## config.mk

```make
export PLATFORM = sky130hd
export DESIGN_NAME = smb_reg_slave
export DESIGN_NICKNAME = d
export VERILOG_FILES = /design/src/rtl/smb_pkg.sv /design/src/rtl/smb_line_sync.sv /design/src/rtl/smb_timeout.sv /design/src/rtl/smb_regfile.sv /design/src/rtl/smb_link.sv /design/src/rtl/smb_reg_slave.sv
export SDC_FILE = /design/constraint.sdc
export NUM_CORES = 1
export LEC_CHECK = 0
export BUFFER_PORTS_ARGS = -buffer_cell sky130_fd_sc_hd__buf_4
export CAP_MARGIN = 10
export CORE_MARGIN = 2
export CORE_UTILIZATION = 35
export DETAILED_ROUTE_END_ITERATION = 8
export SETUP_SLACK_MARGIN = 0.05
export SYNTH_ARGS = -nofsm -noshare
export SYNTH_HDL_FRONTEND = slang
export SYNTH_SLANG_ARGS = --single-unit
```

## constraint.sdc

```tcl
create_clock -name clk -period 2.77 [get_ports clk]
set_input_delay 0.277 -clock clk [delete_from_list [all_inputs] [get_ports clk]]
set_output_delay 0.277 -clock clk [all_outputs]
set_load 0.005 [all_outputs]
```

## src/rtl/smb_pkg.sv

```systemverilog
// Shared types and register map constants for the SMBus register slave.
// Assumes 8-bit register addressing.
package smb_pkg;

    typedef enum logic [3:0] {
        L_IDLE,
        L_ADDR,
        L_AACK,
        L_WDATA,
        L_WACK,
        L_RDATA,
        L_MACK,
        L_RLOAD,
        L_SKIP
    } link_st_e;

    localparam logic [7:0] REG_STATUS  = 8'h41;
    localparam logic [7:0] REG_MASK    = 8'h42;
    localparam logic [7:0] REG_CTRL    = 8'h7C;
    localparam int         CTRL_IE_BIT = 2;
    localparam logic [6:0] ARA_ADDR    = 7'b0001100;

endpackage

```

## src/rtl/smb_line_sync.sv

```systemverilog
// Synchronizes SCL and SDA into the system clock domain and derives
// SCL edges plus START/STOP conditions. Assumes STAGES >= 2 and that
// each line level lasts several clocks.
module smb_line_sync #(
    parameter int STAGES = 2
) (
    input  logic clk,
    input  logic rst_n,
    input  logic scl_i,
    input  logic sda_i,
    output logic scl_s_o,
    output logic sda_s_o,
    output logic scl_rise_o,
    output logic scl_fall_o,
    output logic start_o,
    output logic stop_o
);
    logic [STAGES-1:0] scl_q;
    logic [STAGES-1:0] sda_q;
    logic              scl_d;
    logic              sda_d;

    // Shift both lines through their synchronizer chains, idle high.
    always_ff @(posedge clk) begin
        if (!rst_n) begin
            scl_q <= '1;
            sda_q <= '1;
            scl_d <= 1'b1;
            sda_d <= 1'b1;
        end else begin
            scl_q <= {scl_q[STAGES-2:0], scl_i};
            sda_q <= {sda_q[STAGES-2:0], sda_i};
            scl_d <= scl_q[STAGES-1];
            sda_d <= sda_q[STAGES-1];
        end
    end

    // Edge and bus-condition decode from current and previous samples.
    always_comb begin
        scl_s_o    = scl_q[STAGES-1];
        sda_s_o    = sda_q[STAGES-1];
        scl_rise_o = scl_s_o & ~scl_d;
        scl_fall_o = ~scl_s_o & scl_d;
        start_o    = scl_s_o & scl_d & sda_d & ~sda_s_o;
        stop_o     = scl_s_o & scl_d & ~sda_d & sda_s_o;
    end

endmodule

```

## src/rtl/smb_timeout.sv

```systemverilog
// Counts system clocks while a transfer is open and SCL is low; flags
// expiry after LIMIT such clocks. Assumes LIMIT >= 2.
module smb_timeout #(
    parameter int LIMIT = 3_000_000
) (
    input  logic clk,
    input  logic rst_n,
    input  logic busy_i,
    input  logic scl_s_i,
    output logic expire_o
);
    localparam int CW = $clog2(LIMIT + 1);

    logic [CW-1:0] cnt;
    logic          active;

    // Low-time measurement is live only inside a transfer.
    always_comb begin
        active   = busy_i & ~scl_s_i;
        expire_o = active && (cnt == CW'(LIMIT - 1));
    end

    // Advance while SCL is held low, restart otherwise or on expiry.
    always_ff @(posedge clk) begin
        if (!rst_n || !active || expire_o) begin
            cnt <= '0;
        end else begin
            cnt <= cnt + 1'b1;
        end
    end

endmodule

```

## src/rtl/smb_regfile.sv

```systemverilog
// Register bank with scratch bytes, sticky event status, mask and control.
// Produces the active-low alert and the alert-response permission.
// Assumes NUM_EVENTS <= 8 and NSCR <= 0x41.
module smb_regfile
    import smb_pkg::*;
#(
    parameter int NSCR       = 8,
    parameter int NUM_EVENTS = 4
) (
    input  logic                  clk,
    input  logic                  rst_n,
    input  logic                  bus_we_i,
    input  logic [7:0]            bus_waddr_i,
    input  logic [7:0]            bus_wdata_i,
    input  logic [7:0]            bus_raddr_i,
    output logic [7:0]            bus_rdata_o,
    input  logic                  sys_we_i,
    input  logic [7:0]            sys_addr_i,
    input  logic [7:0]            sys_wdata_i,
    output logic [7:0]            sys_rdata_o,
    input  logic [NUM_EVENTS-1:0] evt_i,
    input  logic                  ara_done_i,
    output logic                  alert_n_o
);
    localparam int IW = (NSCR > 1) ? $clog2(NSCR) : 1;

    logic [NSCR-1:0][7:0] scr;
    logic [7:0]           status_q;
    logic [7:0]           mask_q;
    logic [7:0]           ctl_q;
    logic                 quiet_q;
    logic [7:0]           evt_w;
    logic [7:0]           w1c;
    logic                 pending;
    logic                 new_evt;
    logic [7:0]           rp_a [2];

    // Tells whether an address belongs to the register map.
    function automatic logic is_defined(input logic [7:0] a);
        return (a < 8'(NSCR)) || (a == REG_STATUS) || (a == REG_MASK) || (a == REG_CTRL);
    endfunction

    // Event widening, clear mask from bus writes, and alert decision.
    always_comb begin
        evt_w     = 8'(evt_i);
        w1c       = (bus_we_i && bus_waddr_i == REG_STATUS) ? bus_wdata_i : 8'h00;
        pending   = ctl_q[CTRL_IE_BIT] && |(status_q & mask_q);
        new_evt   = |(evt_w & ~status_q & mask_q);
        alert_n_o = ~(pending && !quiet_q);
        rp_a[0]   = bus_raddr_i;
        rp_a[1]   = sys_addr_i;
    end

    // Two identical read decoders: one for the bus, one for the system port.
    for (genvar p = 0; p < 2; p++) begin : g_rd
        logic [7:0] d;
        // Map lookup with 00h for undefined addresses.
        always_comb begin
            d = 8'h00;
            if (rp_a[p] < 8'(NSCR)) begin
                d = scr[rp_a[p][IW-1:0]];
            end else begin
                case (rp_a[p])
                    REG_STATUS: d = status_q;
                    REG_MASK:   d = mask_q;
                    REG_CTRL:   d = ctl_q;
                    default:    d = 8'h00;
                endcase
            end
        end
    end

    assign bus_rdata_o = g_rd[0].d;
    assign sys_rdata_o = g_rd[1].d;

    // Writable registers; the system port takes precedence on a collision.
    always_ff @(posedge clk) begin
        if (!rst_n) begin
            scr    <= '0;
            mask_q <= 8'h00;
            ctl_q  <= 8'h00;
        end else begin
            for (int i = 0; i < NSCR; i++) begin
                if (bus_we_i && bus_waddr_i == 8'(i)) scr[i] <= bus_wdata_i;
                if (sys_we_i && sys_addr_i == 8'(i))  scr[i] <= sys_wdata_i;
            end
            if (bus_we_i && bus_waddr_i == REG_MASK) mask_q <= bus_wdata_i;
            if (sys_we_i && sys_addr_i == REG_MASK)  mask_q <= sys_wdata_i;
            if (bus_we_i && bus_waddr_i == REG_CTRL) ctl_q  <= bus_wdata_i;
            if (sys_we_i && sys_addr_i == REG_CTRL)  ctl_q  <= sys_wdata_i;
        end
    end

    // Sticky status with write-one-to-clear from the bus.
    always_ff @(posedge clk) begin
        if (!rst_n) status_q <= 8'h00;
        else        status_q <= (status_q & ~w1c) | evt_w;
    end

    // Alert hold-off after an alert-response read, rearmed by new events.
    always_ff @(posedge clk) begin
        if (!rst_n)                    quiet_q <= 1'b0;
        else if (ara_done_i)           quiet_q <= 1'b1;
        else if (new_evt || !pending)  quiet_q <= 1'b0;
    end


    undef_wr_chk: assert property (@(posedge clk) disable iff (!rst_n)
        (bus_we_i && !is_defined(bus_waddr_i) && !sys_we_i)
        |=> ($stable(scr) && $stable(mask_q) && $stable(ctl_q)));


    ara_quiet_chk: assert property (@(posedge clk) disable iff (!rst_n)
        ara_done_i |=> alert_n_o);

endmodule

```

## src/rtl/smb_link.sv

```systemverilog
// Bit and byte sequencer of the slave: address match, acknowledge,
// pointer load, register write pulse and read shifting. Samples SDA on
// SCL rise, changes its SDA pull on SCL fall. Assumes DEV_ADDR != 0.
module smb_link
    import smb_pkg::*;
#(
    parameter logic [6:0] DEV_ADDR = 7'h2E
) (
    input  logic       clk,
    input  logic       rst_n,
    input  logic       scl_s_i,
    input  logic       sda_s_i,
    input  logic       scl_rise_i,
    input  logic       scl_fall_i,
    input  logic       start_i,
    input  logic       stop_i,
    input  logic       tmo_i,
    input  logic       ara_ok_i,
    input  logic [7:0] reg_rdata_i,
    output logic [7:0] reg_raddr_o,
    output logic       wr_en_o,
    output logic [7:0] wr_addr_o,
    output logic [7:0] wr_data_o,
    output logic       ara_done_o,
    output logic       busy_o,
    output logic       sda_pull_o
);
    link_st_e   st;
    logic [3:0] cnt;
    logic [7:0] sh;
    logic [7:0] tx;
    logic [7:0] ptr;
    logic [7:0] tx_byte;
    logic       rw;
    logic       ara_m;
    logic       first;

    // Byte to transmit next: own address for an alert response, else register.
    always_comb begin
        tx_byte     = ara_m ? {DEV_ADDR, 1'b0} : reg_rdata_i;
        reg_raddr_o = ptr;
        wr_addr_o   = ptr;
        wr_data_o   = sh;
        busy_o      = (st != L_IDLE);
    end

    // Transfer sequencer.
    always_ff @(posedge clk) begin
        if (!rst_n) begin
            st         <= L_IDLE;
            cnt        <= 4'd0;
            sh         <= 8'h00;
            tx         <= 8'h00;
            ptr        <= 8'h00;
            rw         <= 1'b0;
            ara_m      <= 1'b0;
            first      <= 1'b1;
            wr_en_o    <= 1'b0;
            ara_done_o <= 1'b0;
            sda_pull_o <= 1'b0;
        end else begin
            wr_en_o    <= 1'b0;
            ara_done_o <= 1'b0;
            if (tmo_i || stop_i) begin
                st         <= L_IDLE;
                sda_pull_o <= 1'b0;
            end else if (start_i) begin
                st         <= L_ADDR;
                cnt        <= 4'd0;
                first      <= 1'b1;
                sda_pull_o <= 1'b0;
            end else begin
                case (st)
                    L_ADDR: begin
                        if (scl_rise_i) begin
                            sh  <= {sh[6:0], sda_s_i};
                            cnt <= cnt + 4'd1;
                        end else if (scl_fall_i && cnt == 4'd8) begin
                            rw <= sh[0];
                            if (sh[7:1] == DEV_ADDR) begin
                                ara_m      <= 1'b0;
                                sda_pull_o <= 1'b1;
                                st         <= L_AACK;
                            end else if (sh[7:1] == ARA_ADDR && sh[0] && ara_ok_i) begin
                                ara_m      <= 1'b1;
                                sda_pull_o <= 1'b1;
                                st         <= L_AACK;
                            end else begin
                                st <= L_SKIP;
                            end
                        end
                    end
                    L_AACK, L_RLOAD: begin
                        if (scl_fall_i) begin
                            if (rw) begin
                                sda_pull_o <= ~tx_byte[7];
                                tx         <= {tx_byte[6:0], 1'b0};
                                cnt        <= 4'd1;
                                st         <= L_RDATA;
                            end else begin
                                sda_pull_o <= 1'b0;
                                cnt        <= 4'd0;
                                st         <= L_WDATA;
                            end
                        end
                    end
                    L_WDATA: begin
                        if (scl_rise_i) begin
                            sh  <= {sh[6:0], sda_s_i};
                            cnt <= cnt + 4'd1;
                        end else if (scl_fall_i && cnt == 4'd8) begin
                            if (first) begin
                                ptr   <= sh;
                                first <= 1'b0;
                            end else begin
                                wr_en_o <= 1'b1;
                            end
                            sda_pull_o <= 1'b1;
                            st         <= L_WACK;
                        end
                    end
                    L_WACK: begin
                        if (scl_fall_i) begin
                            sda_pull_o <= 1'b0;
                            cnt        <= 4'd0;
                            st         <= L_WDATA;
                        end
                    end
                    L_RDATA: begin
                        if (scl_fall_i) begin
                            if (cnt == 4'd8) begin
                                sda_pull_o <= 1'b0;
                                st         <= L_MACK;
                                if (ara_m) ara_done_o <= 1'b1;
                            end else begin
                                sda_pull_o <= ~tx[7];
                                tx         <= {tx[6:0], 1'b0};
                                cnt        <= cnt + 4'd1;
                            end
                        end
                    end
                    L_MACK: begin
                        if (scl_rise_i) st <= sda_s_i ? L_SKIP : L_RLOAD;
                    end
                    default: ;
                endcase
            end
        end
    end


    tmo_idle_chk: assert property (@(posedge clk) disable iff (!rst_n)
        tmo_i |=> (st == L_IDLE && !sda_pull_o));


    stop_idle_chk: assert property (@(posedge clk) disable iff (!rst_n)
        stop_i |=> (st == L_IDLE && !sda_pull_o));


    gencall_nack_chk: assert property (@(posedge clk) disable iff (!rst_n)
        (st == L_ADDR && scl_fall_i && cnt == 4'd8 && sh[7:1] == 7'd0 && !start_i && !stop_i && !tmo_i)
        |=> (st == L_SKIP && !sda_pull_o));


    pull_in_low_chk: assert property (@(posedge clk) disable iff (!rst_n)
        $rose(sda_pull_o) |-> !scl_s_i);

endmodule

```

## src/rtl/smb_reg_slave.sv

```systemverilog
// Top of the SMBus register slave: line synchronizers, SCL-low timeout,
// transfer sequencer and register bank. Drives only an SDA pull-down.
// Assumes DEV_ADDR is neither 0 nor the alert response address.
module smb_reg_slave #(
    parameter logic [6:0] DEV_ADDR       = 7'h2E,
    parameter int         TIMEOUT_CYCLES = 3_000_000,
    parameter int         NUM_SCRATCH    = 8,
    parameter int         NUM_EVENTS     = 4,
    parameter int         SYNC_STAGES    = 2
) (
    input  logic                  clk,
    input  logic                  rst_n,
    input  logic                  scl_i,
    input  logic                  sda_i,
    output logic                  sda_pull_o,
    input  logic                  sys_we_i,
    input  logic [7:0]            sys_addr_i,
    input  logic [7:0]            sys_wdata_i,
    output logic [7:0]            sys_rdata_o,
    input  logic [NUM_EVENTS-1:0] evt_i,
    output logic                  alert_n_o
);
    logic       scl_s, sda_s, scl_rise, scl_fall, start_c, stop_c;
    logic       tmo, busy;
    logic [7:0] raddr, rdata, waddr, wdata;
    logic       wr_en, ara_done;

    smb_line_sync #(.STAGES(SYNC_STAGES)) i_sync (
        .clk        (clk),
        .rst_n      (rst_n),
        .scl_i      (scl_i),
        .sda_i      (sda_i),
        .scl_s_o    (scl_s),
        .sda_s_o    (sda_s),
        .scl_rise_o (scl_rise),
        .scl_fall_o (scl_fall),
        .start_o    (start_c),
        .stop_o     (stop_c)
    );

    smb_timeout #(.LIMIT(TIMEOUT_CYCLES)) i_tmo (
        .clk      (clk),
        .rst_n    (rst_n),
        .busy_i   (busy),
        .scl_s_i  (scl_s),
        .expire_o (tmo)
    );

    smb_link #(.DEV_ADDR(DEV_ADDR)) i_link (
        .clk         (clk),
        .rst_n       (rst_n),
        .scl_s_i     (scl_s),
        .sda_s_i     (sda_s),
        .scl_rise_i  (scl_rise),
        .scl_fall_i  (scl_fall),
        .start_i     (start_c),
        .stop_i      (stop_c),
        .tmo_i       (tmo),
        .ara_ok_i    (~alert_n_o),
        .reg_rdata_i (rdata),
        .reg_raddr_o (raddr),
        .wr_en_o     (wr_en),
        .wr_addr_o   (waddr),
        .wr_data_o   (wdata),
        .ara_done_o  (ara_done),
        .busy_o      (busy),
        .sda_pull_o  (sda_pull_o)
    );

    smb_regfile #(.NSCR(NUM_SCRATCH), .NUM_EVENTS(NUM_EVENTS)) i_regs (
        .clk         (clk),
        .rst_n       (rst_n),
        .bus_we_i    (wr_en),
        .bus_waddr_i (waddr),
        .bus_wdata_i (wdata),
        .bus_raddr_i (raddr),
        .bus_rdata_o (rdata),
        .sys_we_i    (sys_we_i),
        .sys_addr_i  (sys_addr_i),
        .sys_wdata_i (sys_wdata_i),
        .sys_rdata_o (sys_rdata_o),
        .evt_i       (evt_i),
        .ara_done_i  (ara_done),
        .alert_n_o   (alert_n_o)
    );

endmodule

```

==> reports/qor.csv <==
stage,metric,value,unit
routing,Detail Route Antenna Nets,0,
timing,RSZ-0062 raised after global routing,false,
clock_network,Clock Path Buffers,2,
timing,Rel. slew slack,46.8,%
clock_network,CTS tree,done,
critical_path,worst path required time,2490,ps
die,die area,26300,µm²
routing,drc violations,0,
clock_network,TritonCTS buffer count,17,
timing,Post-Route Setup TNS,0,ps
die,Chip Height,162,µm
cells_and_area,area delta synth->final,15.0,%
clock_network,Clock Sink Count,154,
die,placement row count,57,
place,DP HPWL,18700,µm
clock_network,post-cts resize count,0,
synth,asr flop ratio synth,0,%
global_routing,GRT Residual Overflow,0,
cells_and_area,nets,1043,
synth,cell taking the most area after synthesis,dfxtp_1,
cells_and_area,register area,3080,µm²
critical_path,Worst path max stage delay,440,ps
critical_path,CP Buf/Inv Count,2,
clock_network,htree depth,4,
cells_and_area,area of the multi-input gates,5250,µm²
critical_path,WS Path Type,input pin to output port,
global_routing,pin count of the biggest net entering global routing,70,
critical_path,Setup crit end kind,output port,
critical_path,crit-path cells,buf_4 > or3_1 > or3_1 > nor3b_4 > a221oi_1 > a32oi_1 > buf_4,
die,Initial Util,35.8,%
routing,vias per cell,5.75,
clock_network,Clock transition at path regs,60,ps
clock_network,Root Driver,clkbuf_16,
power,VDD IR max,0.306,mV
synth,post-synth cell types,87,
timing,Worst-Margin Slew,778,ps
routing,WL per Instance,20.1,µm
global_routing,initial antenna violation count,0,
clock_network,setup bufs post-CTS,0,
timing,period utilization,93.4,%
timing,clk_skew,13.6,ps
run_status,outcome,"complete, no violations",
synth,Post-Syn Area,8750,µm²
cells_and_area,Final Non-Filler Cells,1352,
global_routing,global-route wire length before repair,41800,µm
synth,top-area cell type share of the netlist area,35.2,%
routing,final wirelength,27200,µm
synth,number of synthesized flops with an enable pin,0,
critical_path,largest delay contributor family on the critical path,simple AND/OR/NAND/NOR gates,
critical_path,WP data arrival,2310,ps
timing,minimum clock period after layout,2590,ps
timing,"Setup violations, final",0,
timing,Max Slew Vio Count,0,
global_routing,All-Layer GR Usage,20.6,%
routing,routed vias,7778,
cells_and_area,ant diodes,0,
synth,ys flop type,dfxtp_1,
synth,Synth Area per Inst,8.85,µm²
clock_network,Post-CTS Hold Fix Bufs,0,
routing,First-pass DRT Iterations,5,
place,buffers added on ports,34,
power,Leak,3.73,nW
timing,Final Hold Fails,0,
critical_path,slowest CP cell,or3_1,
cells_and_area,layout cells sized above 1,17.7,%
clock_network,worst skew pair latency,430,ps
synth,top post-synthesis cells by count,"dfxtp_1, nor2_1, nand2_1, mux2i_1, a21oi_1",
synth,Mapped Cells,989,
place,DP Area,9460,µm²
cells_and_area,post-route cell area,10100,µm²
critical_path,Worst Setup Start Kind,input pin,
hold_path,classification of the worst-slack hold path,input pin to register,
run,max-cap viol count,0,
global_routing,number of global-route vias before repair,7190,
power,power after layout,4.89,mW
critical_path,CP Max Fanout,9,
synth,most frequent cell after synthesis,dfxtp_1,
synth,Yosys Warn Count,0,
place,DP Cell Count,1320,
timing,Fmax,387,MHz
synth,"top cells by area, synth","dfxtp_1, mux2i_1, mux4_2",
die,IO Pins,35,
cells_and_area,final-layout fill cell count,2455,
synth,"Net Count, Synth",1017,
synth,register area share after synthesis,35.2,%
power,power per cell area,486,nW/µm²
synth,#FFs+latches synth,154,
die,die width,162,µm
place,GP Congestion,0.892,
die,Core ar.,24500,µm²
routing,DRT iter0 DRCs,677,
==> metal layers <==
layer  wire length [µm]  global-route usage (%)
met1              12500                    28.8
met2              12100                    31.5
met3               2020                    4.37
met4                606                    7.08
met5                  0                       0
==> path summary, 6_finish.rpt <==
check                                   from                            endpoint  slack [ps]  depth (start not counted)
setup reg to reg    i_tmo.cnt[10]$_SDFF_PP0_  i_link.reg_raddr_o[2]$_SDFFE_PN0P_         300                          7
hold / removal                         scl_i          i_sync.scl_q[0]$_SDFF_PN1_          30                          2
setup / recovery               sys_addr_i[3]                      sys_rdata_o[2]         180                          7
hold reg to reg   i_sync.sda_q[0]$_SDFF_PN1_          i_sync.sda_q[1]$_SDFF_PN1_         410                          1
==> cell usage in the layout, fill, tap and decap left out, drive strengths merged, types with 6 or more instances in the layout <==
cell	instances
a22o	7
o21ai	46
nand4	11
o211a	8
xor2	13
a311oi	9
nor2b	11
nor4	9
and2	7
nand2b	13
a221oi	16
clkbuf	21
a211oi	45
a32oi	8
a21oi	55
and3	6
clkinv	6
nand3	51
xnor2	9
inv	19
nand2	105
buf	84
nor2	110
nand3b	7
dfxtp	154
mux2i	86
mux4	26
nor3	10
nor3b	6
==> worst register-to-register path, delay by kind of cell, from the launching register on <==
kind / cells / cell delay [ps]
flip-flops: 1 / 400
AO/OA/AOI/OAI: 1 / 260
AND/OR/NAND/NOR: 4 / 1350
multiplexers: 1 / 150
buffers and inverters: 1 / 180
==> power breakdown <==
group,switching [mW],leakage (nW),internal [mW]
registers,0.0158,1.24,2.23
logic,0.145,2.19,0.0801
clock network,1.00,0.300,1.42
==> registers in the layout, summed over array words and instances (netlist names), 7 cells and up <==
register,flops
i_regs.scr,64
i_regs.status_q,8
i_regs.mask_q,8
i_link.tx,7
i_link.wr_data_o,8
i_link.reg_raddr_o,8
i_regs.ctl_q,8
i_tmo.cnt,22
==> cell type report <==
cell class	instances	share of cell area [%]
clock buffers	21	4.68
clock inverters	11	1.33
inverters	16	0.597
multi-input cells	742	52.2
flip-flops and latches	154	30.6
well taps	324	4.03
repair buffers	84	6.52
==> stage by stage <==
stage	utilization, %	setup WS, ps	hold WS, ps
after floorplan	-	593	378
final	41.1	183	33.5
after global routing	41.1	87.4	36.6
after detailed placement	38.7	185	396
after CTS	41.1	179	22.5
after global placement	38.7	236	395
==> cell families after synthesis <==
| family | share of synthesized area [%] |
|---|---|
| AND/OR/NAND/NOR | 21.7 |
| flip-flops | 35.2 |
| adder cells (fa/ha/maj) | 0.429 |
| multiplexers | 17.1 |
| buffers and inverters | 4.81 |
| AO/OA/AOI/OAI | 18.6 |
| XOR/XNOR | 2.20 |
Power figures use the tool's default switching activity.
